--- src/rtl/qdma_pkg.sv ---
package qdma_pkg;
    localparam int NCH         = 4;
    localparam int CW          = $clog2(NCH);
    localparam int AW          = 16;
    localparam int MARK_PERIOD = 128;
    localparam int MW          = $clog2(MARK_PERIOD);
    localparam int RAW         = 4;
    localparam int DW          = 8;

    typedef enum logic [2:0] {
        ST_IDLE, ST_HOLD, ST_ADDR, ST_XFER, ST_NEXT
    } seq_state_t;

    typedef enum logic [1:0] {
        DIR_VERIFY   = 2'b00,
        DIR_TO_MEM   = 2'b01,
        DIR_FROM_MEM = 2'b10,
        DIR_CHECK    = 2'b11
    } xfer_dir_t;

    typedef struct packed {
        logic [AW-1:0] addr;
        logic [AW-1:0] cnt;
        logic [MW-1:0] mcnt;
    } chan_state_t;

    typedef struct packed {
        logic mem_rd_n;
        logic mem_wr_n;
        logic io_rd_n;
        logic io_wr_n;
    } strobe_t;

    function automatic strobe_t strobes_for(input xfer_dir_t d);
        strobe_t s;
        s = '1;
        case (d)
            DIR_TO_MEM:   begin s.io_rd_n  = 1'b0; s.mem_wr_n = 1'b0; end
            DIR_FROM_MEM: begin s.mem_rd_n = 1'b0; s.io_wr_n  = 1'b0; end
            default:      s = '1;
        endcase
        return s;
    endfunction
endpackage

--- src/rtl/qdma_arb.sv ---
module qdma_arb
    import qdma_pkg::*;
(
    input  logic [NCH-1:0] req,
    input  logic           rotate,
    input  logic [CW-1:0]  last_ch,
    output logic           grant_valid,
    output logic [CW-1:0]  grant_ch
);
    always_comb begin
        grant_valid = 1'b0;
        grant_ch    = '0;
        for (int i = 0; i < NCH; i++) begin
            logic [CW-1:0] idx;
            idx = rotate ? CW'(last_ch + CW'(1) + CW'(i)) : CW'(i);
            if (!grant_valid && req[idx]) begin
                grant_valid = 1'b1;
                grant_ch    = idx;
            end
        end
    end
endmodule

--- src/rtl/qdma_regs.sv ---
module qdma_regs
    import qdma_pkg::*;
(
    input  logic                      clk,
    input  logic                      rst,
    input  logic                      wr_en,
    input  logic                      rd_en,
    input  logic [RAW-1:0]            addr,
    input  logic [DW-1:0]             wdata,
    output logic [DW-1:0]             rdata,
    input  logic                      upd,
    input  logic [CW-1:0]             upd_ch,
    output logic [NCH-1:0]            enable,
    output logic                      rotate,
    output logic [2*NCH-1:0]          dir_reg,
    output chan_state_t [NCH-1:0]     chans
);
    localparam logic [RAW-1:0] MODE_ADDR = RAW'(8);
    localparam logic [RAW-1:0] DIR_ADDR  = RAW'(9);

    logic          byte_hi;
    logic          is_chan;
    logic          is_cnt;
    logic [CW-1:0] ch_sel;

    assign is_chan = !addr[RAW-1];
    assign is_cnt  = addr[0];
    assign ch_sel  = addr[CW:1];

    always_ff @(posedge clk) begin
        if (rst) begin
            chans   <= '0;
            enable  <= '0;
            rotate  <= 1'b0;
            dir_reg <= '0;
            byte_hi <= 1'b0;
        end else begin
            if (upd) begin
                chans[upd_ch].addr <= chans[upd_ch].addr + AW'(1);
                chans[upd_ch].cnt  <= chans[upd_ch].cnt - AW'(1);
                chans[upd_ch].mcnt <= chans[upd_ch].mcnt + MW'(1);
                if (chans[upd_ch].cnt == '0)
                    enable[upd_ch] <= 1'b0;
            end
            if (wr_en) begin
                if (is_chan) begin
                    if (is_cnt) begin
                        if (byte_hi) chans[ch_sel].cnt[AW-1:DW] <= wdata;
                        else         chans[ch_sel].cnt[DW-1:0]  <= wdata;
                        chans[ch_sel].mcnt <= '0;
                    end else begin
                        if (byte_hi) chans[ch_sel].addr[AW-1:DW] <= wdata;
                        else         chans[ch_sel].addr[DW-1:0]  <= wdata;
                    end
                    byte_hi <= ~byte_hi;
                end else if (addr == MODE_ADDR) begin
                    enable  <= wdata[NCH-1:0];
                    rotate  <= wdata[NCH];
                    byte_hi <= 1'b0;
                end else if (addr == DIR_ADDR) begin
                    dir_reg <= wdata[2*NCH-1:0];
                end
            end else if (rd_en && is_chan) begin
                byte_hi <= ~byte_hi;
            end
        end
    end

    always_comb begin
        logic [AW-1:0] word;
        word  = is_cnt ? chans[ch_sel].cnt : chans[ch_sel].addr;
        rdata = '0;
        if (is_chan)               rdata = byte_hi ? word[AW-1:DW] : word[DW-1:0];
        else if (addr == MODE_ADDR) rdata = DW'({rotate, enable});
        else if (addr == DIR_ADDR)  rdata = DW'(dir_reg);
    end

    for (genvar g = 0; g < NCH; g++) begin : g_chk
        // a finished transfer advances that channel's address by one
        assert_addr_step_R5: assert property (@(posedge clk) disable iff (rst)
            (upd && !wr_en && upd_ch == CW'(g)) |=>
                (chans[g].addr == $past(chans[g].addr) + AW'(1)));
        // the last transfer of a block disables its channel
        assert_tc_disable_R6: assert property (@(posedge clk) disable iff (rst)
            (upd && !wr_en && upd_ch == CW'(g) && chans[g].cnt == '0) |=> !enable[g]);
    end
endmodule

--- src/rtl/qdma_seq.sv ---
module qdma_seq
    import qdma_pkg::*;
(
    input  logic            clk,
    input  logic            rst,
    input  logic            pending_valid,
    input  logic [CW-1:0]   grant_ch,
    input  logic            hold_ack,
    input  logic            ready,
    input  chan_state_t     cur,
    input  xfer_dir_t       cur_dir,
    output logic [CW-1:0]   act_ch,
    output logic [CW-1:0]   last_ch,
    output logic            upd,
    output logic            hold_req,
    output logic            bus_en,
    output logic [AW-1:0]   mem_addr,
    output logic [NCH-1:0]  dack_n,
    output strobe_t         strobes,
    output logic            term_cnt,
    output logic            mark
);
    seq_state_t state, state_nx;

    always_comb begin
        state_nx = state;
        case (state)
            ST_IDLE: if (pending_valid) state_nx = ST_HOLD;
            ST_HOLD: if (hold_ack) state_nx = pending_valid ? ST_ADDR : ST_IDLE;
            ST_ADDR: state_nx = ST_XFER;
            ST_XFER: if (ready) state_nx = ST_NEXT;
            ST_NEXT: state_nx = (hold_ack && pending_valid) ? ST_ADDR : ST_IDLE;
            default: state_nx = ST_IDLE;
        endcase
    end

    always_ff @(posedge clk) begin
        if (rst) begin
            state   <= ST_IDLE;
            act_ch  <= '0;
            last_ch <= CW'(NCH - 1);
        end else begin
            state <= state_nx;
            if (state_nx == ST_ADDR)
                act_ch <= grant_ch;
            if (upd)
                last_ch <= act_ch;
        end
    end

    logic in_xfer;
    assign in_xfer  = (state == ST_XFER);
    assign upd      = in_xfer && ready;
    assign hold_req = (state != ST_IDLE);
    assign bus_en   = (state == ST_ADDR) || in_xfer;
    assign mem_addr = bus_en ? cur.addr : '0;
    assign strobes  = in_xfer ? strobes_for(cur_dir) : '1;
    assign term_cnt = in_xfer && (cur.cnt == '0);
    assign mark     = in_xfer && (cur.mcnt == MW'(MARK_PERIOD - 1));

    always_comb begin
        dack_n = '1;
        if (in_xfer) dack_n[act_ch] = 1'b0;
    end

    // the bus is driven only after a grant was seen
    assert_addr_after_ack_R3: assert property (@(posedge clk) disable iff (rst)
        (state == ST_ADDR) |-> $past(hold_ack));
    // at most one acknowledge at a time
    assert_dack_onehot_R4: assert property (@(posedge clk) disable iff (rst)
        $onehot0(~dack_n));
    // a wait state repeats the strobe cycle unchanged
    assert_wait_stable_R8: assert property (@(posedge clk) disable iff (rst)
        (in_xfer && !ready) |=> (state == ST_XFER && $stable(mem_addr) && $stable(dack_n)));
    // nothing pending after a transfer releases the bus
    assert_hold_drop_R10: assert property (@(posedge clk) disable iff (rst)
        (state == ST_NEXT && !pending_valid) |=> !hold_req);
endmodule

--- src/rtl/quad_dma_ctrl.sv ---
module quad_dma_ctrl
    import qdma_pkg::*;
(
    input  logic        clk,
    input  logic        rst,
    input  logic        cpu_sel,
    input  logic        cpu_wr,
    input  logic        cpu_rd,
    input  logic [3:0]  cpu_addr,
    input  logic [7:0]  cpu_wdata,
    output logic [7:0]  cpu_rdata,
    input  logic [3:0]  dreq,
    output logic [3:0]  dack_n,
    output logic        hold_req,
    input  logic        hold_ack,
    input  logic        ready,
    output logic        bus_en,
    output logic [15:0] mem_addr,
    output logic        mem_rd_n,
    output logic        mem_wr_n,
    output logic        io_rd_n,
    output logic        io_wr_n,
    output logic        term_cnt,
    output logic        mark
);
    logic [DW-1:0]         rdata_raw;
    logic                  upd;
    logic [CW-1:0]         act_ch, last_ch, grant_ch;
    logic                  grant_valid;
    logic [NCH-1:0]        enable;
    logic                  rotate;
    logic [2*NCH-1:0]      dir_reg;
    chan_state_t [NCH-1:0] chans;
    strobe_t               strobes;
    xfer_dir_t             cur_dir;

    qdma_regs u_regs (
        .clk    (clk),
        .rst    (rst),
        .wr_en  (cpu_sel && cpu_wr),
        .rd_en  (cpu_sel && cpu_rd),
        .addr   (cpu_addr),
        .wdata  (cpu_wdata),
        .rdata  (rdata_raw),
        .upd    (upd),
        .upd_ch (act_ch),
        .enable (enable),
        .rotate (rotate),
        .dir_reg(dir_reg),
        .chans  (chans)
    );

    qdma_arb u_arb (
        .req        (enable & dreq),
        .rotate     (rotate),
        .last_ch    (last_ch),
        .grant_valid(grant_valid),
        .grant_ch   (grant_ch)
    );

    assign cur_dir = xfer_dir_t'(dir_reg[2*act_ch +: 2]);

    qdma_seq u_seq (
        .clk          (clk),
        .rst          (rst),
        .pending_valid(grant_valid),
        .grant_ch     (grant_ch),
        .hold_ack     (hold_ack),
        .ready        (ready),
        .cur          (chans[act_ch]),
        .cur_dir      (cur_dir),
        .act_ch       (act_ch),
        .last_ch      (last_ch),
        .upd          (upd),
        .hold_req     (hold_req),
        .bus_en       (bus_en),
        .mem_addr     (mem_addr),
        .dack_n       (dack_n),
        .strobes      (strobes),
        .term_cnt     (term_cnt),
        .mark         (mark)
    );

    assign cpu_rdata = (cpu_sel && cpu_rd) ? rdata_raw : '0;
    assign mem_rd_n  = strobes.mem_rd_n;
    assign mem_wr_n  = strobes.mem_wr_n;
    assign io_rd_n   = strobes.io_rd_n;
    assign io_wr_n   = strobes.io_wr_n;
endmodule

--- config.mk ---
export PLATFORM = sky130hd
export DESIGN_NAME = quad_dma_ctrl
export DESIGN_NICKNAME = d
export VERILOG_FILES = /design/src/rtl/qdma_pkg.sv /design/src/rtl/qdma_arb.sv /design/src/rtl/qdma_regs.sv /design/src/rtl/qdma_seq.sv /design/src/rtl/quad_dma_ctrl.sv
export SDC_FILE = /design/constraint.sdc
export NUM_CORES = 1
export LEC_CHECK = 0
export ABC_AREA = 1
export BUFFER_PORTS_ARGS = -buffer_cell sky130_fd_sc_hd__buf_4
export CAP_MARGIN = 20
export CORE_MARGIN = 4
export CORE_UTILIZATION = 31
export DETAILED_ROUTE_END_ITERATION = 10
export PLACE_DENSITY_LB_ADDON = 0.08
export SLEW_MARGIN = 20
export SYNTH_ARGS = -nofsm -noshare
export SYNTH_HDL_FRONTEND = slang
export SYNTH_SLANG_ARGS = --single-unit
--- constraint.sdc ---
create_clock -name clk -period 4.6 [get_ports clk]
set_clock_uncertainty 0.1 [all_clocks]
set_input_delay 0.46 -clock clk [delete_from_list [all_inputs] [get_ports clk]]
set_output_delay 0.46 -clock clk [all_outputs]
set_load 0.05 [all_outputs]
==> Word-level counts from Yosys, hierarchy flattened <==
Index checks and enable logic that the tools add are counted.
{ "totals": {"regBits": 177} }
{ "classes": {"order_cmp": 8, "addsub": 7, "bitwise_logic": 5, "n_shift": 1, "n_eq_ne": 11, "muxes": 87, "reduce_logical": 24} }
{ "ops": {"columns": ["cell", "n"], "rows": [
  ["$mux W156", 11],
  ["$bwmux W156", 8],
  ["$demux W39 S2", 8],
  ["$bmux W39 S2", 2],
  ["$mux W39", 4],
  ["$mux W23", 2],
  ["$mux W8", 5],
  ["$mux W16", 2],
  ["$mux W31", 1],
  ["$mux W4", 7],
  ["$mux W2", 11],
  ["$lt A2 B3 Y1 const B", 6],
  ["$add A16 B1 Y16 const B", 1],
  ["$logic_not A16 Y1", 1],
  ["$sub A16 B1 Y16 const B", 1],
  ["$mux W15", 1],
  ["$pmux W3 S5", 1],
  ["$mux W1", 14],
  ["$mux W7", 2],
  ["$logic_and A1 B1 Y1", 12],
  ["$eq A3 B2 Y1 const B", 3],
  ["$mux W3", 3],
  ["$and A4 B4 Y4", 2],
  ["$bmux W1 S2", 4],
  ["other kinds (23)", 31]
]} }

==> Longest topological paths before layout <==
Gate-level depths: netlist (run 1).
{ "logic_depth": {"ltp_word": 19, "mapped_depth": 16, "ltp_nobuf": 14} }

==> Hierarchy <==
A second synthesis (run 1) with hierarchy kept.
{ "hier_totals": {"cells_unflattened": 2432, "area_unflattened_um2": 13777.0} }
{ "by_module_without_submodules": {"columns": ["mod", "seq_area_each_um2", "area_per_inst_um2", "instances", "cells_per_inst"], "rows": [
  ["qdma_regs", 3403.3, 10690.3, 1, 1747],
  ["quad_dma_ctrl", 0.0, 2152.1, 1, 507],
  ["qdma_seq", 140.1, 616.8, 1, 116],
  ["qdma_arb", 0.0, 317.8, 1, 62]
]} }

==> Worst setup path before layout (run 1) <==
No wires, ideal clock.
{ "synth_path": {"path_kind": "reg-to-output", "from": "register u_seq.act_ch[1]", "to": "output port mark", "setup_slack_ns": 1.585, "n_path_buf": 2, "arrival_time_ns": 2.455, "stages_incl_launch_ff": 12, "cell_sequence": "dfxtp_1 > inv_2 > buf_4 > nand2_2 > buf_4 > o22ai_1 > nor3_2 > ha_1 > inv_1 > nor3_2 > nand2_1 > nor2_1"} }
{ "synth_between": {"elab_chain_len": 4} }
{ "synth_rtl": {"columns": ["element", "line", "text"], "rows": [
  ["start, declared", "qdma_seq.sv:12", "output logic [CW-1:0] act_ch,"],
  ["start signal, assigned", "qdma_seq.sv:45", "act_ch <= grant_ch;"],
  ["$bmux W39 S2", "quad_dma_ctrl.sv:70", ".cur (chans[act_ch]),"],
  ["$mux W39", null, null],
  ["$eq A7 B7 Y1", "qdma_seq.sv:59", "assign mark = in_xfer && (cur.mcnt == MW'(MARK_PERIOD - 1));"],
  ["$logic_and A1 B1 Y1", "qdma_seq.sv:59", null],
  ["end, declared", "quad_dma_ctrl.sv:24", "output logic mark"]
]} }
Every way passes these cells. The select of a mux whose other input is x is not followed.

==> Worst setup path after layout (run 1) <==
{ "layout_path": {"from": "register u_seq.act_ch[0]", "to": "output port term_cnt"} }
{ "layout_between": {"elab_chain_len": 4} }
{ "layout_rtl": {"columns": ["element", "line", "text"], "rows": [
  ["$bmux W39 S2", "quad_dma_ctrl.sv:70", null],
  ["$mux W39", null, null],
  ["$logic_not A16 Y1", null, null],
  ["$logic_and A1 B1 Y1", "qdma_seq.sv:58", "assign term_cnt = in_xfer && (cur.cnt == '0);"],
  ["end, declared", "quad_dma_ctrl.sv:23", "output logic term_cnt,"]
]} }
Every way passes these cells. The select of a mux whose other input is x is not followed.

==> results of run 1 <==
final cells by class:
class	instances	area, um^2	area share
multi-input combinational	1331	6640	0.508
sequential	177	3540	0.271
inverter	283	1070	0.0817
tap	511	639	0.0489
timing repair buffer	82	628	0.0480
clock buffer	19	453	0.0346
clock inverter	12	111	0.00851
how the worst max path moves through the flow:
stage,cells past startpoint,slack [ns],endpoint
after floorplan,11,1.59,mark
after global placement,13,1.14,term_cnt
after detailed placement,13,1.12,term_cnt
after CTS,13,0.60,term_cnt
after global routing,12,0.31,term_cnt
final,13,0.54,term_cnt
logic make-up after synthesis:
logic type,count (synthesis)
AO/OA/AOI/OAI,584
adder cells (fa/ha/maj),3
buffers and inverters,393
XOR/XNOR,15
AND/OR/NAND/NOR,729
flip-flops,177
layout by cell type, fill, tap and decap left out, types with 3 or more instances in the layout:
cell type                     n
sky130_fd_sc_hd__nand2_2     13
sky130_fd_sc_hd__nor2_2      19
sky130_fd_sc_hd__nor2_4      17
sky130_fd_sc_hd__a31oi_1     21
sky130_fd_sc_hd__o221ai_1     3
sky130_fd_sc_hd__nand4_1     21
sky130_fd_sc_hd__o22ai_1     40
sky130_fd_sc_hd__a221oi_1     4
sky130_fd_sc_hd__a22oi_1      9
sky130_fd_sc_hd__a21oi_1    169
sky130_fd_sc_hd__ha_1         3
sky130_fd_sc_hd__clkbuf_16   17
sky130_fd_sc_hd__clkinv_4     4
sky130_fd_sc_hd__o2111ai_1    4
sky130_fd_sc_hd__o31ai_1      3
sky130_fd_sc_hd__o211ai_1     9
sky130_fd_sc_hd__o311ai_0     3
sky130_fd_sc_hd__a211oi_1    17
sky130_fd_sc_hd__nor3_2       4
sky130_fd_sc_hd__inv_1      271
sky130_fd_sc_hd__clkinv_2     5
sky130_fd_sc_hd__nand2_1    394
sky130_fd_sc_hd__o21ai_2      3
sky130_fd_sc_hd__nand3_2      5
sky130_fd_sc_hd__o21ai_1      8
sky130_fd_sc_hd__nor3_1       8
sky130_fd_sc_hd__xor2_1      10
sky130_fd_sc_hd__o21ai_0    284
sky130_fd_sc_hd__dfxtp_1    177
sky130_fd_sc_hd__xor2_2       4
sky130_fd_sc_hd__nand3_1    108
sky130_fd_sc_hd__buf_4       81
sky130_fd_sc_hd__nor2_1     134
sky130_fd_sc_hd__inv_2        8
report_power, final:
group / internal, mW / switching (mW)
Clock: 0.775 / 0.711
Sequential: 1.54 / 0.00666
Combinational: 0.0771 / 0.245
Total: 2.39 / 0.963
metrics by stage:
stage / power [mW] / std cells / utilization / hold slack [ns]
2_1_floorplan: 1.76 / 1901 / - / 0.329
3_3_place_gp: 1.90 / 2384 / 0.333 / 0.344
3_5_place_dp: 1.90 / 2384 / 0.333 / 0.342
4_1_cts: 3.37 / 2415 / 0.348 / 0.289
5_1_grt: 3.45 / 2415 / 0.348 / 0.319
6_report: 3.36 / 2415 / 0.348 / 0.304
worst min-delay path: stages:
cell and delay, ns:
sky130_fd_sc_hd__buf_4 0.08, sky130_fd_sc_hd__nand3_1 0.07, sky130_fd_sc_hd__a21oi_1 0.15, sky130_fd_sc_hd__a211oi_1 0.05
per-layer routing:
layer | GRT usage | part of all wire | routed length (um) | vias up
li1 | - | - | - | 6239
met1 | 0.353 | 0.46 | 24000 | 6157
met2 | 0.386 | 0.44 | 22900 | 510
met3 | 0.0399 | 0.070 | 3690 | 107
met4 | 0.0963 | 0.037 | 1940 | 0
met5 | 0 | 0 | 0 | -
==> Implementation_results.wiki, run 1 <==
{| class="wikitable"
! Metric !! Value
|-
| Result of the run || finished, final reports clean
|-
| Worst Path Arrival || 3.50 ns
|-
| Unrepaired setup endpoints after global routing || no
|-
| HPWL reported at the end of detailed placement || between 30000 and 40000 um
|-
| Post-Synthesis Cell Area || ~0.012 mm^2
|-
| Fraction of registers with async set/reset || 0
|-
| Remaining DRCs || 0
|-
| Hold-fix buffers, CTS || 0
|-
| Post-synthesis share of cell area spent on full adders, half adders and majority gates || 0.00319
|-
| Die span in x || 203 um
|-
| Antenna diode instance count || 0
|-
| Starting density of the core || 0.313
|-
| Aggregate negative setup slack || 0 ns
|-
| Count of buffers inserted at the top-level ports || 58
|-
| Flip-flop count of the largest register, all copies and words added || between 150 and 200
|-
| Number of rows in the core area || 71
|-
| CP Cell Sequence || nand2_4 -> inv_2 -> nand2_1 -> nand2_1 -> nor2_2 -> ha_1 -> nand3_2 -> inv_1 -> nand4_1 -> nor2_1 -> nand2_1 -> nor2_1 -> buf_4
|-
| Final ANT Viol Nets || 0
|-
| Cell type group with the largest total delay on the critical path || simple AND/OR/NAND/NOR gates
|-
| Via count of the routed design || 13000
|-
| Post-CTS setup buffer count || 0
|-
| Number of max-cap violations || 0
|-
| Most used DFF post-synth || sky130_fd_sc_hd__dfxtp_1
|-
| Post-layout minimum cycle time || approximately 4.1 ns
|-
| Compound-gate portion of the synthesized area || 0.270
|-
| Max_slew headroom || 0.252
|-
| Root Buffer Master || sky130_fd_sc_hd__clkbuf_16
|-
| Register area share after synthesis || 0.301
|-
| Worst path buffer plus inverter count || 3
|-
| Number of hold-slack violations in the final timing report || 0
|-
| Clock tree from TritonCTS || yes
|-
| I/O Pins || 59
|-
| Static Leak || 5.08 nW
|-
| Share of final-layout standard cells stronger than drive strength 1 || 0.102
|-
| Total overflow reported by the global router || 0
|-
| Global placement routability congestion || 0.878
|-
| Final critical-path setup slack || 0.541 ns
|-
| Number of warnings printed during yosys synthesis || 0
|-
| Final Instance Area || 0.0131 mm^2
|-
| Final setup violation count || 0
|-
| Die outline height || 203 um
|-
| Post-synthesis to final-layout area growth || 11.2%
|-
| Maximum frequency from static timing analysis || approximately 250 MHz
|-
| Clk_lat worst skew || 0.46 ns
|-
| Count of fill cells added during filler insertion || 4128
|-
| DRT iter0 DRCs || 1028
|-
| Number of buffers created by CTS || 17
|-
| Worst reg2reg path depth || 12
|-
| Mux share of post-synthesis cell area || 0
|-
| Critical-path top delay cell || sky130_fd_sc_hd__dfxtp_1
|-
| Number of nets in the layout || 1918
|-
| Area enclosed by the die boundary || 0.0411 mm^2
|-
| DR vias/cell || roughly 5.4
|-
| Endpoint of the worst hold-timing path || u_regs.byte_hi$_SDFFE_PP0P_
|-
| FF-to-FF End || u_regs.chans[152]$_SDFF_PP0_
|-
| Number of instances in the synthesized netlist || around 1900
|-
| Measured slew at the worst slew-check pin || around 1.1 ns
|-
| 1st-pass router iterations || 5
|-
| Most numerous cell types in the synthesized netlist || sky130_fd_sc_hd__nand2_1 (394), sky130_fd_sc_hd__o21ai_0 (284), sky130_fd_sc_hd__inv_1 (272)
|-
| Global-route wire length before repair || 78200 um
|-
| Main combinational cell family by area after synthesis || simple AND/OR/NAND/NOR gates
|-
| Maximum number of pins on one net before global-route repair || 66
|-
| Number of flip-flops and latches in the synthesized netlist || between 150 and 200
|-
| Via count of the first global-routing pass || between 10000 and 15000
|-
| Placeable Area || 0.0376 mm^2
|-
| Number of enable flip-flop cells after synthesis || 0
|-
| Biggest cell delay along the critical path || about 0.80 ns
|-
| Average cell area after synthesis || just over 6 um^2
|-
| Syn_nets || 1927
|-
| Worst Setup SP || u_seq.act_ch[0]$_SDFFE_PP0N_
|-
| Share of the clock period used by the worst path after layout || 0.882
|-
| PD cells || 257 mW/mm^2
|-
| Class of the most critical setup path || flip-flop to output pin
|-
| Post-synthesis xor/xnor area fraction || 0.0144
|-
| Final WL || 52600 um
|-
| Top-area cell type share of the netlist area || 0.301
|-
| Dominant cell type by count on the critical path || sky130_fd_sc_hd__nand2_1
|-
| Per-cell routed wire length || between 20 and 25 um
|-
| CP Data Required Time || 4.04 ns
|-
| Largest driver fanout on the critical path || 21
|-
| Count of pins over their slew limit || 0
|-
| Clock-pin slew on the worst setup and hold paths || 0.08 ns
|-
| Max VDD drop || 270 uV
|-
| Pre-CTS setup slack || 1.12 ns
|-
| Number of antenna violations at the first check in global routing || 0
|-
| Clock tree buffer depth || 2
|-
| Total placed instance area || 0.0125 mm^2
|-
| Post-Synth Simple-Gate Area || 0.274
|-
| Crit. End Element || output pin
|-
| Worst reg2reg startpoint || u_seq.act_ch[0]$_SDFFE_PP0N_
|-
| R2R setup slack || 1.03 ns
|-
| Start point of the worst min-delay path || cpu_wr
|-
| Tot GR Track Use || 0.250
|-
| Dominant cell type by area after synthesis || sky130_fd_sc_hd__dfxtp_1
|-
| Cell count of the worst hold path || 4
|-
| Distinct cells, synth || 49
|-
| Kind of launch point of the worst setup path || flip-flop
|-
| Most numerous cell in the Yosys netlist || sky130_fd_sc_hd__nand2_1
|-
| Maximum level of the CTS H-tree || 4
|-
| Largest cells by area after synthesis || sky130_fd_sc_hd__dfxtp_1 (30%), sky130_fd_sc_hd__nand2_1 (13%), sky130_fd_sc_hd__o21ai_0 (12%), sky130_fd_sc_hd__inv_1 (8.7%), sky130_fd_sc_hd__a21oi_1 (7.2%)
|-
| Type of the worst min-delay path || input pin to flip-flop
|-
| Number of sinks on the clock net || 177
|-
| Number of gates given a new drive strength after cts || 0
|}
Power figures use the tool's default switching activity.
==> run 2, diff against run 1 <==
==> constraint.sdc (replaced) <==
create_clock -name clk -period 4.6 [get_ports clk]
set_clock_uncertainty 0.1 [all_clocks]
set_input_delay 0.46 -clock clk [delete_from_list [all_inputs] [get_ports clk]]
set_output_delay 0.46 -clock clk [all_outputs]
set_load 0.005 [all_outputs]
==> run 2 against run 1 <==
  * Cell count about the same
  * Maximum frequency rose by 4.7%
  * Via count down 0.38%
  * Clock power up 4%
  * Critical path depth did not move
  * Critical endpoint unchanged
==> Implementation_results.wiki, run 2 (synthesis results as in run 1) <==
{| class="wikitable"
! Metric !! Value
|-
| Hold-fix buffers, CTS || 0 (unchanged)
|-
| Clock-pin slew on the worst setup and hold paths || 0.08 ns (about the same)
|-
| Total placed instance area || 0.0125 mm^2 (-0.12%)
|-
| Endpoint of the worst hold-timing path || u_regs.byte_hi$_SDFFE_PP0P_
|-
| Post-layout total power || 3.41 mW (+1.6%)
|-
| Clock tree from TritonCTS || yes
|-
| Number of antenna violations at the first check in global routing || 2 (+2)
|-
| CP Data Required Time || 4.04 ns (about the same)
|-
| Antenna diode instance count || 0 (unchanged)
|-
| Maximum level of the CTS H-tree || 4 (unchanged)
|-
| Clk_lat worst skew || 0.46 ns (about the same)
|-
| Critical-path top delay cell || sky130_fd_sc_hd__nor2_4
|-
| Final Instance Area || 0.0131 mm^2 (+0.13%)
|-
| Number of nets in the layout || 1916 (-0.10%)
|-
| Class of the most critical setup path || flip-flop to output pin
|-
| DRT iter0 DRCs || 1482 (+44%)
|-
| Number of gates given a new drive strength after cts || 0 (unchanged)
|-
| Maximum frequency from static timing analysis || 258 MHz (+4.7%)
|-
| Share of the clock period used by the worst path after layout || 0.843 (-0.0395)
|-
| Measured slew at the worst slew-check pin || 0.980 ns (-0.139 ns)
|-
| Maximum number of pins on one net before global-route repair || 66 (unchanged)
|-
| Total overflow reported by the global router || 0 (unchanged)
|-
| Post-synthesis to final-layout area growth || 11.3%
|-
| Tot GR Track Use || 0.253 (+0.00230)
|-
| Type of the worst min-delay path || input pin to flip-flop
|-
| Final ANT Viol Nets || 0 (unchanged)
|-
| 1st-pass router iterations || 6 (+1)
|-
| Max VDD drop || 285 uV (+5.8%)
|-
| R2R setup slack || 1.18 ns (+0.15 ns)
|-
| Per-cell routed wire length || 22.0 um (+1.0%)
|-
| Result of the run || finished, final reports clean
|-
| Number of rows in the core area || 71 (unchanged)
|-
| Dominant cell type by count on the critical path || sky130_fd_sc_hd__nand2_1
|-
| Static Leak || 5.07 nW (-0.10%)
|-
| Flip-flop count of the largest register, all copies and words added || 156 (unchanged)
|-
| Biggest cell delay along the critical path || 0.75 ns (-0.05 ns)
|-
| I/O Pins || 59 (unchanged)
|-
| Aggregate negative setup slack || 0 ns (unchanged)
|-
| Final critical-path setup slack || 0.723 ns (+0.182 ns)
|-
| Die span in x || 203 um (unchanged)
|-
| Pre-CTS setup slack || 1.23 ns (+0.112 ns)
|-
| HPWL reported at the end of detailed placement || 36100 um (+1.5%)
|-
| Crit. End Element || output pin
|-
| Remaining DRCs || 0 (unchanged)
|-
| Unrepaired setup endpoints after global routing || no
|-
| Final WL || 53100 um (+0.93%)
|-
| Minimum hold slack || 0.297 ns (-0.00790 ns)
|-
| Cell count of the worst hold path || 4 (unchanged)
|-
| Via count of the first global-routing pass || 12300 (+0.56%)
|-
| Placeable Area || 0.0376 mm^2 (unchanged)
|-
| Worst reg2reg startpoint || u_seq.act_ch[0]$_SDFFE_PP0N_
|-
| Number of sinks on the clock net || 177 (unchanged)
|-
| PD cells || 260 mW/mm^2 (+1.5%)
|-
| Most common cell after layout, fill and taps aside || sky130_fd_sc_hd__nand2_1
|-
| Post-CTS setup buffer count || 0 (unchanged)
|-
| Number of max-cap violations || 0 (unchanged)
|-
| Global placement routability congestion || 0.881 (+0.40%)
|-
| Area enclosed by the die boundary || 0.0411 mm^2 (unchanged)
|-
| Via count of the routed design || 13000 (-0.38%)
|-
| Global-route wire length before repair || 79100 um (+1.1%)
|-
| Kind of launch point of the worst setup path || flip-flop
|-
| Number of placed instances with taps included || 2382 (-0.084%)
|-
| Largest driver fanout on the critical path || 24 (+14%)
|-
| Commonest non-fill, non-tap cells in the layout || sky130_fd_sc_hd__nand2_1 (394), sky130_fd_sc_hd__o21ai_0 (284), sky130_fd_sc_hd__inv_1 (271)
|-
| Worst reg2reg path depth || 9 (-3)
|-
| Final Non-Filler Cells || 2413 (-0.083%)
|-
| Worst Path Arrival || 3.32 ns (-0.18 ns)
|-
| Root Buffer Master || sky130_fd_sc_hd__clkbuf_16
|-
| Start point of the worst min-delay path || cpu_wr
|-
| DR vias/cell || 5.37 (-0.30%)
|-
| Final setup violation count || 0 (unchanged)
|-
| Die outline height || 203 um (unchanged)
|-
| Clock tree buffer depth || 2 (unchanged)
|-
| Max_slew headroom || 0.345 (+0.0932)
|-
| FF-to-FF End || u_regs.chans[141]$_SDFF_PP0_
|-
| Utilization after layout || 0.349 (+0.000466)
|-
| Count of buffers inserted at the top-level ports || 58 (unchanged)
|-
| Count of pins over their slew limit || 0 (unchanged)
|-
| Starting density of the core || 0.313 (unchanged)
|-
| Post-layout minimum cycle time || 3.88 ns (-0.182 ns)
|-
| Share of final-layout standard cells stronger than drive strength 1 || 0.101 (-0.000944)
|-
| Number of buffers created by CTS || 17 (unchanged)
|-
| Number of hold-slack violations in the final timing report || 0 (unchanged)
|-
| CP Cell Sequence || buf_4 -> nor2_4 -> nand2_1 -> nand2_1 -> nor2_4 -> ha_1 -> nand3_2 -> inv_1 -> nand4_1 -> nor2_1 -> nand2_1 -> nor2_1 -> buf_4
|}
run 2: cell count changes in the layout (fill, tap and decap cells not counted), moves of 2 or more:
cell and delta:
sky130_fd_sc_hd__buf_4 -2, sky130_fd_sc_hd__clkinv_2 -3, sky130_fd_sc_hd__clkinv_4 -2, sky130_fd_sc_hd__clkinvlp_4 +2, sky130_fd_sc_hd__inv_6 +2
run 2: final cells by class:
class,instances,area [um^2]
clock buffers,20,467
clock inverters,11,130
fillers,4183,24500
inverters,283,1070
multi-input cells,1331,6640
flip-flops and latches,177,3540
well taps,511,639
repair buffers,80,613
run 2: power by group:
| group | total, mW | switching (mW) | internal [mW] |
|---|---|---|---|
| clock network | 1.55 | 0.708 | 0.845 |
| logic | 0.310 | 0.235 | 0.0756 |
| registers | 1.55 | 0.00670 | 1.54 |
run 2: worst max-delay path, delay by kind of cell, from the launching register on:
kind	cells	cell delay (ns)
simple gates	9	1.59
buf+inv	3	0.54
flops	1	0.48
fa+ha+maj	1	0.24
run 2: how the worst max path moves through the flow:
stage | slack (ns) | end | from | depth (start not counted)
2_1_floorplan | 2.13 | mark | u_seq.act_ch[1]$_SDFFE_PP0N_ | 11
3_3_place_gp | 1.28 | cpu_rdata[3] | cpu_addr[2] | 9
3_5_place_dp | 1.23 | term_cnt | u_seq.act_ch[0]$_SDFFE_PP0N_ | 13
4_1_cts | 0.71 | term_cnt | u_seq.act_ch[0]$_SDFFE_PP0N_ | 13
5_1_grt | 0.47 | term_cnt | u_seq.act_ch[0]$_SDFFE_PP0N_ | 13
6_report | 0.72 | term_cnt | u_seq.act_ch[0]$_SDFFE_PP0N_ | 13
run 2: per-layer routing:
metal	wire length, um	up-vias	track usage
li1	-	6232	-
met1	24700	6177	0.358
met2	23900	477	0.406
met3	3380	75	0.0326
met4	1120	2	0.0706
met5	13	-	0
